`src/rtl/ifu_pkg.sv`:
```
package ifu_pkg;

  typedef enum logic [2:0] {
    ST_IDLE     = 3'd0,
    ST_FETCH_OP = 3'd1,
    ST_FETCH_OR = 3'd2,
    ST_READY    = 3'd3,
    ST_HALTED   = 3'd4
  } ifu_state_e;

endpackage

```
`src/rtl/ifu_len_decode.sv`:
```
module ifu_len_decode #(
  parameter int LEN_W = 3
) (
  input  logic [7:0]       opcode,
  output logic [LEN_W-1:0] len
);

  always_comb begin
    case (opcode[7:5])
      3'b000:  len = LEN_W'(1);
      3'b001:  len = LEN_W'(2);
      3'b010:  len = LEN_W'(3);
      3'b011:  len = LEN_W'(4);
      3'b100:  len = LEN_W'(6);
      default: len = LEN_W'(1);
    endcase
  end

endmodule

```
`src/rtl/ifu_addr_gen.sv`:
```
module ifu_addr_gen #(
  parameter int SEG_W     = 16,
  parameter int IP_W      = 16,
  parameter int SEG_SHIFT = 4,
  parameter int ADDR_W    = 20
) (
  input  logic [SEG_W-1:0]  seg,
  input  logic [IP_W-1:0]   ptr,
  output logic [ADDR_W-1:0] addr
);

  localparam int BASE_W = SEG_W + SEG_SHIFT;

  logic [BASE_W-1:0] base;

  always_comb begin
    base = {seg, {SEG_SHIFT{1'b0}}};
    addr = ADDR_W'(base) + ADDR_W'(ptr);
  end

endmodule

```
`src/rtl/ifu_ir_assemble.sv`:
```
module ifu_ir_assemble #(
  parameter int MAX_BYTES = 6,
  parameter int LEN_W     = 3
) (
  input  logic                   clk,
  input  logic                   rst_n,
  input  logic                   clr,
  input  logic                   wr_en,
  input  logic [LEN_W-1:0]       wr_slot,
  input  logic [7:0]             wr_data,
  output logic [MAX_BYTES*8-1:0] ir
);

  for (genvar g = 0; g < MAX_BYTES; g++) begin : g_slot
    logic [7:0] slot_q;
    logic       slot_we;

    assign slot_we = wr_en && (wr_slot == LEN_W'(g));

    always_ff @(posedge clk or negedge rst_n) begin
      if (!rst_n) begin
        slot_q <= 8'h00;
      end else if (clr) begin
        slot_q <= 8'h00;
      end else if (slot_we) begin
        slot_q <= wr_data;
      end
    end

    assign ir[g*8 +: 8] = slot_q;
  end

endmodule

```
`src/rtl/ifu_fetch.sv`:
```
module ifu_fetch #(
  parameter int         SEG_W     = 16,
  parameter int         IP_W      = 16,
  parameter int         SEG_SHIFT = 4,
  parameter int         ADDR_W    = 20,
  parameter int         MAX_BYTES = 6,
  parameter logic [7:0] HALT_OP   = 8'hF4
) (
  input  logic                   clk,
  input  logic                   rst_n,
  input  logic                   load_en,
  input  logic [SEG_W-1:0]       cs_in,
  input  logic [IP_W-1:0]        ip_in,
  input  logic                   next_req,
  output logic                   mem_req,
  output logic [ADDR_W-1:0]      mem_addr,
  input  logic                   mem_ack,
  input  logic [7:0]             mem_rdata,
  output logic [SEG_W-1:0]       cs_out,
  output logic [IP_W-1:0]        ip_out,
  output logic [MAX_BYTES*8-1:0] ir_data,
  output logic [2:0]             ir_len,
  output logic                   ir_valid,
  output logic                   halted
);

  import ifu_pkg::*;

  localparam int LEN_W = $clog2(MAX_BYTES + 1);

  ifu_state_e       state_q, state_d;
  logic [SEG_W-1:0] cs_q, cs_d;
  logic [IP_W-1:0]  ip_q, ip_d;
  logic [LEN_W-1:0] cnt_q, cnt_d;
  logic [LEN_W-1:0] len_q, len_d;
  logic             hlt_q, hlt_d;
  logic [LEN_W-1:0] dec_len;
  logic             take;
  logic             in_fetch;
  logic             can_load;
  logic             ir_clr;
  logic [LEN_W-1:0] wr_slot;

  ifu_len_decode #(.LEN_W(LEN_W)) u_dec (
    .opcode (mem_rdata),
    .len    (dec_len)
  );

  ifu_addr_gen #(
    .SEG_W(SEG_W), .IP_W(IP_W), .SEG_SHIFT(SEG_SHIFT), .ADDR_W(ADDR_W)
  ) u_agen (
    .seg  (cs_q),
    .ptr  (ip_q),
    .addr (mem_addr)
  );

  ifu_ir_assemble #(.MAX_BYTES(MAX_BYTES), .LEN_W(LEN_W)) u_ir (
    .clk     (clk),
    .rst_n   (rst_n),
    .clr     (ir_clr),
    .wr_en   (take),
    .wr_slot (wr_slot),
    .wr_data (mem_rdata),
    .ir      (ir_data)
  );

  always_comb begin
    in_fetch = (state_q == ST_FETCH_OP) || (state_q == ST_FETCH_OR);
    can_load = (state_q == ST_IDLE) || (state_q == ST_READY);
    take     = in_fetch && mem_ack;
    wr_slot  = (state_q == ST_FETCH_OP) ? '0 : cnt_q;
    ir_clr   = next_req && ((state_q == ST_IDLE) ||
                            ((state_q == ST_READY) && !hlt_q));
  end

  always_comb begin
    state_d = state_q;
    cs_d    = cs_q;
    ip_d    = ip_q;
    cnt_d   = cnt_q;
    len_d   = len_q;
    hlt_d   = hlt_q;

    if (can_load && load_en) begin
      cs_d = cs_in;
      ip_d = ip_in;
    end
    if (take) begin
      ip_d = ip_q + IP_W'(1);
    end

    case (state_q)
      ST_IDLE: begin
        if (next_req) state_d = ST_FETCH_OP;
      end
      ST_FETCH_OP: begin
        if (mem_ack) begin
          len_d = dec_len;
          cnt_d = LEN_W'(1);
          hlt_d = (mem_rdata == HALT_OP);
          state_d = (dec_len == LEN_W'(1)) ? ST_READY : ST_FETCH_OR;
        end
      end
      ST_FETCH_OR: begin
        if (mem_ack) begin
          cnt_d = cnt_q + LEN_W'(1);
          if (cnt_q + LEN_W'(1) == len_q) state_d = ST_READY;
        end
      end
      ST_READY: begin
        if (next_req) state_d = hlt_q ? ST_HALTED : ST_FETCH_OP;
      end
      ST_HALTED: state_d = ST_HALTED;
      default:   state_d = ST_IDLE;
    endcase
  end

  always_ff @(posedge clk or negedge rst_n) begin
    if (!rst_n) begin
      state_q <= ST_IDLE;
      cs_q    <= '0;
      ip_q    <= '0;
      cnt_q   <= '0;
      len_q   <= '0;
      hlt_q   <= 1'b0;
    end else begin
      state_q <= state_d;
      cs_q    <= cs_d;
      ip_q    <= ip_d;
      cnt_q   <= cnt_d;
      len_q   <= len_d;
      hlt_q   <= hlt_d;
    end
  end

  assign mem_req  = in_fetch;
  assign cs_out   = cs_q;
  assign ip_out   = ip_q;
  assign ir_len   = 3'(len_q);
  assign ir_valid = (state_q == ST_READY);
  assign halted   = (state_q == ST_HALTED);

  AST_ADDR_HELD: assert property (@(posedge clk) disable iff (!rst_n)
    (mem_req && !mem_ack) |=> $stable(mem_addr)) else $error("AST_ADDR_HELD");

  AST_REQ_HELD: assert property (@(posedge clk) disable iff (!rst_n)
    (mem_req && !mem_ack) |=> mem_req) else $error("AST_REQ_HELD");

  AST_IP_STEP: assert property (@(posedge clk) disable iff (!rst_n)
    (mem_req && mem_ack) |=> (ip_out == $past(ip_out) + IP_W'(1))) else $error("AST_IP_STEP");

  AST_VALID_QUIET: assert property (@(posedge clk) disable iff (!rst_n)
    ir_valid |-> !mem_req) else $error("AST_VALID_QUIET");

  AST_LEN_RANGE: assert property (@(posedge clk) disable iff (!rst_n)
    ir_valid |-> (ir_len >= 3'd1 && ir_len <= 3'(MAX_BYTES))) else $error("AST_LEN_RANGE");

  AST_HALT_SILENT: assert property (@(posedge clk) disable iff (!rst_n)
    halted |-> !mem_req) else $error("AST_HALT_SILENT");

  AST_HALT_STICKY: assert property (@(posedge clk) disable iff (!rst_n)
    halted |=> halted) else $error("AST_HALT_STICKY");

  AST_NO_LOAD_BUSY: assert property (@(posedge clk) disable iff (!rst_n)
    (mem_req && !mem_ack) |=> $stable(cs_out)) else $error("AST_NO_LOAD_BUSY");

endmodule

```
`config.mk`:
```
export PLATFORM = sky130hd
export DESIGN_NAME = ifu_fetch
export DESIGN_NICKNAME = d
export VERILOG_FILES = /design/src/rtl/ifu_pkg.sv /design/src/rtl/ifu_len_decode.sv /design/src/rtl/ifu_addr_gen.sv /design/src/rtl/ifu_ir_assemble.sv /design/src/rtl/ifu_fetch.sv
export SDC_FILE = /design/constraint.sdc
export NUM_CORES = 1
export LEC_CHECK = 0
export ABC_AREA = 1
export CAP_MARGIN = 20
export CELL_PAD_IN_SITES_DETAIL_PLACEMENT = 0
export CELL_PAD_IN_SITES_GLOBAL_PLACEMENT = 1
export CORE_ASPECT_RATIO = 0.75
export CORE_UTILIZATION = 45
export DETAILED_ROUTE_END_ITERATION = 12
export DONT_BUFFER_PORTS = 1
export GPL_ROUTABILITY_DRIVEN = 1
export GPL_TIMING_DRIVEN = 0
export PLACE_DENSITY = 0.77
export RECOVER_POWER = 50
export SLEW_MARGIN = 20
export SYNTH_ARGS = -nofsm -noshare
export SYNTH_HDL_FRONTEND = slang
export SYNTH_SLANG_ARGS = --single-unit
export TNS_END_PERCENT = 50
```
`constraint.sdc`:
```
create_clock -name clk -period 3.2 [get_ports clk]
set_clock_uncertainty 0.05 [all_clocks]
set_input_delay 0.48 -clock clk [delete_from_list [all_inputs] [get_ports clk]]
set_output_delay 0.48 -clock clk [all_outputs]
set_load 0.03 [all_outputs]
```
Word level (Yosys, flattened, before mapping)
Index checks and enable logic that the tools add are counted.

storage, ports and cells
  register bits = 90
  input bits = 45

operators by class
  $add $sub $neg = 3
  equality and inequality tests = 21
  mux-type cells = 27
  reductions and logical operators = 27

operators by type and width
  kind                                                 count
  two-way mux 8 bit                                    12
  two-way mux 16 bit                                   2
  two-way mux 3 bit                                    9
  adder 20 x 16 -> 20 bit                              1
  equality test 3 x 2 -> 1 bit, second input constant  6
  adder 16 x 1 -> 16 bit, second input constant        1
  nonzero test 2 bit                                   8
  case mux 3 bit (5 select lines)                      1
  equality test 3 x 1 -> 1 bit, second input constant  4
  equality test 3 bit, second input constant           4
  case mux 3 bit (4 select lines)                      1
  logical AND 1 bit                                    10
  equality test 8 bit, second input constant           1
  != test 2 bit, second input constant                 4
  logical NOT 3 bit                                    2
  case mux 3 bit (2 select lines)                      1
  AND reduction 5 bit                                  1
  adder 3 x 1 -> 3 bit, second input constant          1
  equality test 3 bit                                  1
  logical OR 1 bit                                     3
  AND reduction 3 bit                                  1
  != test 2 x 1 -> 1 bit, second input constant        1
  AND reduction 2 bit                                  1
  logical NOT 1 bit                                    1
  two-way mux 1 bit                                    1

Depth between registers and ports, before layout
Gate-level depths: netlist of the first run.

  depth after elaboration = 6
  gate-level depth with buffers = 10
  depth with buffers taken out = 10

Cells and area by module
A second synthesis of the first run with hierarchy kept.

unflattened totals
  cell total of the unflattened synthesis = 749
  area, all modules = 5,293.8 µm²

by module, submodules not included
  module           instances  cells an instance  area each (µm²)
  ifu_fetch        1          329                2,349.8
  ifu_ir_assemble  1          241                2,033.2
  ifu_addr_gen     1          168                862.1
  ifu_len_decode   1          11                 48.8

Least setup slack after synthesis of the first run
No wires, ideal clock.

  path type = reg2out
  start point = register ip_q[4], in the netlist ip_out[4]
  end point = output mem_addr[10]
  arrival = 2,005 ps
  required time = 2,670 ps
  slack = 665 ps
  cell stages (with the launch flop) = 8
  cell sequence = dfrtp_1 > ha_1 > fa_1 > nand3_1 > nand2_1 > nand3_1 > nand2_1 > xor2_1

between the ends
  longest elaborated chain between the ends = 1

RTL lines
  item                     line                text
  from (decl)              ifu_fetch.sv:33     logic [IP_W-1:0] ip_q, ip_d;
  from (signal assigned)   ifu_fetch.sv:129    ip_q <= ip_d;
  adder 20 x 16 -> 20 bit  ifu_addr_gen.sv:18  addr = ADDR_W'(base) + ADDR_W'(ptr);
  to (decl)                ifu_fetch.sv:16     output logic [ADDR_W-1:0] mem_addr,

Every way passes these cells.

Final worst setup path of the first run
  start point = register ip_q[4], in the netlist ip_out[4]
  end point = output mem_addr[14]

The elaborated chain is that of the path after synthesis.

==> impl_metrics.py, run 1 <==
metrics = {
    "status": {
        "status": "finished with violations",
        "violations": "max-capacitance violations, max-slew violations",
    },
    "grt": {
        "grt-ovfl-total": 0,
        "grt_max_degree": 91,
        "first_global_vias": 3921,
        "grt_antenna_before_repair": 0,
        "grt_pass1_wl_mm": 21.69,
        "grtUsageTotal_pct": 23.64,
    },
    "clock_tree": {
        "cts_tree": "built",
        "clk_pin_slew_worst_paths_ps": 70,
        "numCtsBuffers": 9,
        "cts_setup_buffers": 0,
        "insertion_delay_ps": 350,
        "cts_max_level": 3,
        "clockRootBuffer": "clkbuf_16",
        "clock_sinks": 90,
        "clock_path_buffers": 2,
    },
    "logic_synthesis": {
        "syn_avg_cell_area_um2": 8.295,
        "synth_fp_nets": 705,
        "syn-cell-area_um2": 5350,
        "synthTopCellsByArea": "dfrtp_1, nand2_1, o21ai_2",
        "yosys_warnings": 0,
        "synthArstFlopShare_pct": 100.0,
        "yosysTopAreaCell": "dfrtp_1",
        "synthCells": 645,
        "ys_seq_area_share_pct": 42.10,
        "ys.flop_type": "dfrtp_1",
        "synthDistinctLibCells": 41,
        "synth_edf_count": 0,
        "synth-seq-cells": 90,
        "synth_top_cell_area_share_pct": 42.10,
    },
    "worst_setup_path": {
        "crit_path_start": "ip_out[4]$_DFFE_PN0P_",
        "worst_ep_required_time_ps": 2670,
        "regToRegStartpoint": "state_q[1]$_DFFE_PN0P_",
        "rr_worst_depth": 9,
        "crit_type": "register to output port",
        "cp-end-kind": "output port",
        "critPathLaunchType": "register",
        "arrival_ps": 2500,
        "critPathMaxFanout": 7,
    },
    "pwr": {
        "p_comb_share_pct": 48.9,
        "power_leakage_nw": 2.907,
        "p_int_mw": 3.150,
        "p_per_area_nw_per_um2": 1288,
        "ir_drop_v": 0.0005564,
        "switching_share_pct": 58.25,
        "pwr-share-clk_pct": 13.9,
        "pwr-share-seq_pct": 37.1,
        "p_switching_mw": 4.395,
    },
    "min_path": {
        "hold_path.class": "input pin to register",
        "hold_start": "cs_in[6]",
        "min_delay_path_depth": 2,
    },
    "sta": {
        "worst_pin_slew_ps": 2324,
        "slew_headroom_pct": -54.94,
        "rsz0062_at_grt": "false",
        "setup-violations-final": 0,
        "finalCriticalPeriod_ps": 3031,
        "fin_crit_sh_pct": 94.71,
        "max_freq_mhz": 330.0,
        "hold_violations": 0,
        "finalSetupTns_ps": 0,
        "maxSlewViolCount": 91,
    },
    "detailed_routing": {
        "drt_wl_total_mm": 14.34,
        "drtPass1Iterations": 5,
        "drcViolationCount": 0,
        "vias": 4387,
        "wl_per_cell_um": 17.41,
        "vias_per_cell": 5.324,
        "ant_nets": 0,
        "dr.first_iter.drc_count": 220,
    },
    "final_layout": {
        "final_cell_mix": "nand2_1, dfrtp_1, nand3_1",
        "post-route-util_pct": 50.62,
        "syn2layout_area_growth_pct": 9.472,
        "antenna_cells": 0,
        "fin_nets": 717,
        "layout_commonest_cell": "nand2_1",
        "drive_gt1_share_pct": 18.58,
    },
    "die": {
        "die_y_um": 96.43,
        "rows": 34,
        "start_util_pct": 46.24,
        "core_area_um2": 11570,
        "ios": 151,
        "dieArea_um2": 12330,
        "die_x_um": 127.9,
    },
    "place": {
        "port_buffers": 0,
        "dp_hpwl_mm": 10.98,
        "gp_congestion": 0.9367,
    },
    "run": {
        "maxCapViolCount": 1,
    },
}
==> kinds of logic after synthesis <==
group | after synthesis | share of synthesized area (%)
buffers and inverters | 83 | 7.437
AOI/OAI and AO/OA | 89 | 12.25
xor gates and xnor gates | 10 | 1.637
DFF | 90 | 42.10
adders and majority gates | 15 | 3.648
and+or+nand+nor | 358 | 32.93
==> final cells by class <==
cell class,instances,area (um2)
plain buffers,22,161.4
clock buffers,9,225.2
clock inverters,7,71.32
fillers,1135,5714
inverters,61,236.5
multi-input cells,472,2703
flip-flops and latches,90,2252
well taps,162,202.7
repair buffers,1,5.005
==> layer usage <==
metal	vias up	GRT usage, %	wire length (um)
li1	2152	-	-
met1	2073	36.78	7312
met2	151	31.34	5739
met3	11	6.883	1135
met4	0	5.490	157
met5	-	0	0
==> critical path, stage by stage, from the launching register on <==
cell	delay (ps)
dfrtp_1	560
ha_1	310
fa_1	400
nand3_1	90
nand2_1	140
nand3_1	100
nand2_1	120
nand2_1	120
nand3_1	70
nand2_1	240
==> Yosys cell counts (7+ instances only) <==
| cell type | count |
|---|---|
| dfrtp_1 | 90 |
| nand3_1 | 78 |
| buf_2 | 10 |
| nand4_1 | 10 |
| nor2_1 | 38 |
| inv_1 | 55 |
| ha_1 | 14 |
| nand2_8 | 8 |
| a21oi_1 | 16 |
| xor2_1 | 7 |
| o21ai_0 | 9 |
| o21ai_2 | 49 |
| nand2_1 | 198 |
==> stage by stage <==
| stage | hold slack [ps] | cells | setup slack [ps] | area, um2 | power, mW |
|---|---|---|---|---|---|
| 2_1_floorplan | 134.4 | 645 | 665.4 | 5350 | 5.685 |
| 3_3_place_gp | 135.8 | 807 | 452.6 | 5553 | 6.363 |
| 3_5_place_dp | 135.4 | 807 | 443.2 | 5553 | 6.454 |
| 4_1_cts | 16.74 | 824 | 51.35 | 5877 | 7.546 |
| 5_1_grt | 185.0 | 824 | 0.3684 | 5857 | 8.093 |
| 6_report | 190.9 | 824 | 169.4 | 5857 | 7.545 |
==> power by group through the flow <==
stage	Combinational [mW]	Clock, mW	Sequential, mW
6_report	3.69	1.05	2.80
3_5_place_dp	3.63	0	2.83
3_3_place_gp	3.55	0	2.81
2_1_floorplan	3.06	0	2.62
5_1_grt	4.10	1.12	2.87
4_1_cts	3.67	1.07	2.81
==> what timing repair did <==
action,CTS,global route
resized for setup,0,2
hold endpoints to repair,90,0
setup endpoints to repair,0,2
hold buffers,1,0
==> worst paths after layout <==
path | to | slack (ps)
max | mem_addr[14] | 170
min | cs_out[6]$_DFFE_PN0P_ | 190
max reg2reg | u_ir.g_slot[1].slot_q[1]$_DFFE_PN0P_ | 1170
min reg2reg | hlt_q$_DFFE_PN0P_ | 480
max in group asynchronous | hlt_q$_DFFE_PN0P_ | 960
min in group asynchronous | u_ir.g_slot[5].slot_q[1]$_DFFE_PN0P_ | 750
==> flip-flops by register name, summed over array words and instances, names as in the netlist <==
name                count
ir_len                  3
cs_out                 16
state_q                 3
ip_out                 16
hlt_q                   1
u_ir.g_slot.slot_q     48
cnt_q                   3
(Power assumes the default switching activity.)
==> run 2: changes to the inputs <==
- CAP_MARGIN: 20 -> not set
- RECOVER_POWER: 50 -> 25
- clock period: 3.2 -> 3.8 ns (I/O delays scaled with it)
==> run 2 against run 1 <==
Against the previous run: the flow still finishes with violations (max-capacitance violations, max-slew violations); core utilization is essentially flat; total power down 16%; hold slack better by 87 ps; non-clock buffer count stayed put; global-route usage did not move; critical path depth down 2; critical path type unchanged; critical endpoint is now mem_addr[10].
==> impl_metrics.py, run 2 (synthesis results as in run 1) <==
metrics = {
    "place": {
        "dp_hpwl_mm": 10.98,
        "port_buffers": 0,
        "gp_congestion": 0.9367,
        "placed_cell_area_um2": 5553,
    },
    "sta": {
        "slew_headroom_pct": -54.68,
        "rsz0062_at_grt": "false",
        "worst_pin_slew_ps": 2320,
        "setup-violations-final": 0,
        "maxSlewViolCount": 91,
        "max_freq_mhz": 309.2,
        "finalCriticalPeriod_ps": 3234,
        "fin_crit_sh_pct": 85.11,
        "finalSetupTns_ps": 0,
        "hold_violations": 0,
    },
    "worst_setup_path": {
        "critPathBufInv": 0,
        "ff2ff_setup_slack_ps": 1880,
        "critPathLaunchType": "register",
        "regToRegStartpoint": "ip_out[1]$_DFFE_PN0P_",
        "cp-end-kind": "output port",
        "crit_type": "register to output port",
        "rr_worst_depth": 8,
        "crit_slowest_cell": "dfrtp_1",
        "arrival_ps": 2610,
        "worst_ep_required_time_ps": 3180,
        "critPathMaxFanout": 7,
        "path_depth": 7,
        "max_stage_delay_ps": 560,
        "critical-path-top-delay-family": "adder cells",
        "path_cells": "ha_1 > fa_1 > nand3_1 > nand2_1 > nand3_1 > nand2_1 > xor2_1",
        "r2r_end": "ip_out[12]$_DFFE_PN0P_",
    },
    "grt": {
        "grt-ovfl-total": 0,
        "first_global_vias": 3921,
        "grt_antenna_before_repair": 0,
        "grt_pass1_wl_mm": 21.69,
        "grt_max_degree": 91,
        "grtUsageTotal_pct": 23.64,
    },
    "final_layout": {
        "final_cell_mix": "nand2_1, dfrtp_1, nand3_1",
        "fillers": 1136,
        "drive_gt1_share_pct": 18.43,
        "design_area_um2": 5854,
        "antenna_cells": 0,
        "largest_register": "u_ir.g_slot.slot_q",
        "post-route-util_pct": 50.59,
        "layout_commonest_cell": "nand2_1",
        "fin_nets": 717,
        "syn2layout_area_growth_pct": 9.425,
        "largest_register_ffs": 48,
    },
    "detailed_routing": {
        "ant_nets": 0,
        "vias": 4402,
        "drt_wl_total_mm": 14.29,
        "drtPass1Iterations": 5,
        "wl_per_cell_um": 17.35,
        "dr.first_iter.drc_count": 260,
        "vias_per_cell": 5.342,
        "drcViolationCount": 0,
    },
    "pwr": {
        "power_leakage_nw": 2.909,
        "p_per_area_nw_per_um2": 1082,
        "switching_share_pct": 58.26,
        "p_comb_share_pct": 48.7,
        "p_int_mw": 2.645,
        "p_switching_mw": 3.691,
        "ir_drop_v": 0.0004706,
        "pwr-share-seq_pct": 37.3,
        "pwr-share-clk_pct": 14.0,
    },
    "status": {
        "status": "finished with violations",
        "violations": "max-capacitance violations, max-slew violations",
    },
    "clock_tree": {
        "clk_pin_slew_worst_paths_ps": 70,
        "clock_sinks": 90,
        "cts_setup_buffers": 0,
        "cts_tree": "built",
        "clockRootBuffer": "clkbuf_16",
        "numCtsBuffers": 9,
        "clock_path_buffers": 2,
        "insertion_delay_ps": 350,
        "cts_max_level": 3,
    },
    "die": {
        "ios": 151,
        "die_x_um": 127.9,
        "dieArea_um2": 12330,
        "die_y_um": 96.43,
        "start_util_pct": 46.24,
        "core_area_um2": 11570,
        "rows": 34,
    },
    "min_path": {
        "hold_start": "cs_in[6]",
        "hold_path.class": "input pin to register",
        "min_delay_path_depth": 2,
        "holdPathEnd": "cs_out[6]$_DFFE_PN0P_",
    },
    "run": {
        "maxCapViolCount": 1,
    },
}
[run 2: changes by cell type in the layout (fill, tap and decap cells not counted)]
cell,before,now
xor2_1,5,7
nand3_4,2,3
xor2_2,2,0
nand3_1,79,78
[run 2: how the worst max path moves through the flow]
stage	start	end	slack, ps
after global placement	ip_out[4]$_DFFE_PN0P_	mem_addr[10]	960
final	ip_out[4]$_DFFE_PN0P_	mem_addr[10]	570
after detailed placement	ip_out[4]$_DFFE_PN0P_	mem_addr[10]	950
after global routing	ip_out[4]$_DFFE_PN0P_	mem_addr[10]	470
after CTS	ip_out[4]$_DFFE_PN0P_	mem_addr[10]	560
after floorplan	ip_out[4]$_DFFE_PN0P_	mem_addr[10]	1180
[run 2: power groups by stage]
| stage | logic [mW] | clock network (mW) | registers, mW |
|---|---|---|---|
| 2_1_floorplan | 2.58 | 0 | 2.21 |
| 3_3_place_gp | 2.99 | 0 | 2.37 |
| 3_5_place_dp | 3.05 | 0 | 2.38 |
| 4_1_cts | 3.09 | 0.905 | 2.36 |
| 5_1_grt | 3.43 | 0.947 | 2.42 |
| 6_report | 3.08 | 0.888 | 2.37 |
[run 2: cell type report]
cell class	count	area, um2	share of cell area [%]
multi-input combinational	472	2700	46.12
sequential	90	2252	38.47
inverter	61	236.5	4.039
clock buffer	9	225.2	3.847
tap	162	202.7	3.462
buffer	22	161.4	2.757
clock inverter	7	71.32	1.218
timing repair buffer	1	5.005	0.08549
[run 2: what timing repair did]
action,CTS,global route
hold endpoints to repair,90,0
resized for setup,0,0
hold buffers,1,0
[run 2: per-stage QoR]
| stage | power [mW] | std cells | setup slack [ps] | hold WS, ps |
|---|---|---|---|---|
| 2_1_floorplan | 4.787 | 645 | 1175 | 224.4 |
| 3_3_place_gp | 5.359 | 807 | 962.6 | 225.8 |
| 3_5_place_dp | 5.435 | 807 | 953.2 | 225.4 |
| 4_1_cts | 6.355 | 824 | 561.4 | 106.7 |
| 5_1_grt | 6.796 | 824 | 465.3 | 275.0 |
| 6_report | 6.336 | 824 | 565.9 | 277.5 |
[run 2: per-layer routing]
layer | global-route usage [%] | share of wire [%] | vias up
li1 | - | - | 2154
met1 | 36.78 | 50 | 2076
met2 | 31.34 | 40 | 161
met3 | 6.883 | 8.7 | 11
met4 | 5.490 | 1.1 | 0
met5 | 0 | 0 | -
==> run 3: changes to the inputs <==
- CORE_MARGIN: not set -> 4
==> run 3 against run 2 <==
Against the previous run: the flow still finishes with violations (max-capacitance violations, max-slew violations); non-clock buffer count unchanged; sequential share of layout area did not move; combinational power barely moved; largest power group unchanged; final area unchanged; register-to-register slack worse by 20 ps; largest cell class unchanged; clock-buffer cell count unchanged; final cell count is the same; total power shrank 0.12%; core utilization down 0.19 points.
==> impl_metrics.py, run 3 (synthesis results as in run 1) <==
metrics = {
    "status": {
        "status": "finished with violations",
        "violations": "max-capacitance violations, max-slew violations",
    },
    "final_layout": {
        "design_area_um2": 5854,
        "post-route-util_pct": 50.41,
        "antenna_cells": 0,
        "syn2layout_area_growth_pct": 9.425,
        "drive_gt1_share_pct": 18.43,
        "fin_nets": 717,
        "largest_register": "u_ir.g_slot.slot_q",
        "layout_commonest_cell": "nand2_1",
        "final_cell_mix": "nand2_1, dfrtp_1, nand3_1",
        "instances_no_fill": 824,
        "largest_register_ffs": 48,
    },
    "pwr": {
        "ir_drop_v": 0.0004549,
        "finalPower_mw": 6.328,
        "p_per_area_nw_per_um2": 1081,
        "power_leakage_nw": 2.909,
    },
    "clock_tree": {
        "cts_max_level": 3,
        "clock_path_buffers": 2,
        "numCtsBuffers": 9,
        "clk_pin_slew_worst_paths_ps": 70,
        "cts_tree": "built",
        "insertion_delay_ps": 340,
        "clockRootBuffer": "clkbuf_16",
        "cts_resized": 0,
        "cts_hold_buf": 1,
        "cts_setup_buffers": 0,
        "clock_sinks": 90,
    },
    "place": {
        "gp_congestion": 0.8847,
        "pre_cts_ws_ps": 945.2,
        "dp_hpwl_mm": 11.33,
        "placed_cell_area_um2": 5553,
        "post-place-cells": 807,
        "port_buffers": 0,
    },
    "sta": {
        "max_freq_mhz": 308.5,
        "finalCriticalPeriod_ps": 3241,
        "worst_pin_slew_ps": 2300,
        "maxSlewViolCount": 91,
        "fin_ws_ps": 558.9,
        "setup-violations-final": 0,
        "finalSetupTns_ps": 0,
        "hold_violations": 0,
        "fin_crit_sh_pct": 85.29,
        "slew_headroom_pct": -53.33,
        "rsz0062_at_grt": "false",
        "hold_ws_ps": 284.3,
    },
    "grt": {
        "grt_antenna_before_repair": 0,
        "first_global_vias": 4035,
        "grt_pass1_wl_mm": 22.63,
        "grt-ovfl-total": 0,
        "grt_max_degree": 91,
        "grtUsageTotal_pct": 21.39,
    },
    "worst_setup_path": {
        "r2r_end": "ip_out[12]$_DFFE_PN0P_",
        "critPathLaunchType": "register",
        "worst_ep_required_time_ps": 3180,
        "regToRegStartpoint": "ip_out[1]$_DFFE_PN0P_",
        "critPathMaxFanout": 7,
        "crit_path_start": "ip_out[4]$_DFFE_PN0P_",
        "arrival_ps": 2620,
        "path_cells": "ha_1 > fa_1 > nand3_1 > nand2_1 > nand3_1 > nand2_1 > xor2_1",
        "setup.worst_path.end": "mem_addr[10]",
        "crit_type": "register to output port",
        "crit_slowest_cell": "dfrtp_1",
        "cp-end-kind": "output port",
        "max_stage_delay_ps": 560,
        "ff2ff_setup_slack_ps": 1860,
        "rr_worst_depth": 8,
    },
    "die": {
        "die_y_um": 102.4,
        "core_area_um2": 11610,
        "die_x_um": 133.9,
        "dieArea_um2": 13720,
        "start_util_pct": 46.07,
        "rows": 34,
        "ios": 151,
    },
    "detailed_routing": {
        "drt_wl_total_mm": 14.48,
        "drcViolationCount": 0,
        "dr.first_iter.drc_count": 210,
        "vias": 4322,
        "ant_nets": 0,
        "wl_per_cell_um": 17.57,
        "vias_per_cell": 5.245,
        "drtPass1Iterations": 4,
    },
    "run": {
        "maxCapViolCount": 1,
    },
    "min_path": {
        "hold_path.class": "input pin to register",
    },
}
-- run 3: layout make-up --
| cell class | instances | area (um2) |
|---|---|---|
| Buffer | 22 | 161.4 |
| Clock buffer | 9 | 225.2 |
| Clock inverter | 7 | 71.32 |
| Fill cell | 1133 | 5759 |
| Inverter | 61 | 236.5 |
| Multi-Input combinational cell | 472 | 2700 |
| Sequential cell | 90 | 2252 |
| Tap cell | 162 | 202.7 |
| Timing Repair Buffer | 1 | 5.005 |
-- run 3: worst min-delay path by stage --
stage / slack, ps / endpoint / from / cells past startpoint
floorplan: 220 / cnt_q[0]$_DFFE_PN0P_ / rst_n / 0
global route: 280 / cs_out[1]$_DFFE_PN0P_ / cs_in[1] / 2
detailed placement: 230 / cs_out[15]$_DFFE_PN0P_ / rst_n / 0
CTS: 100 / cs_out[15]$_DFFE_PN0P_ / rst_n / 1
global placement: 230 / cs_out[15]$_DFFE_PN0P_ / rst_n / 0
finish: 280 / cs_out[0]$_DFFE_PN0P_ / cs_in[0] / 2
-- run 3: per-layer routing --
metal,GRT usage (%),up-vias,part of all wire [%]
met4,4.743,0,0.82
met1,32.46,2035,51
met2,29.03,116,40
met5,0,-,0
li1,-,2160,-
met3,7.480,11,8.3
-- run 3: worst max-delay path, delay by kind of cell (launching register included) --
| kind | cells | cell delay [ps] |
|---|---|---|
| xor+xnor | 1 | 560 |
| fa+ha+maj | 2 | 720 |
| flops | 1 | 560 |
| simple gates | 4 | 440 |
-- run 3: report_power, final --
part	internal (mW)	total [mW]	switching (mW)
logic	0.901	3.08	2.17
clock network	0.464	0.884	0.420
registers	1.28	2.37	1.09
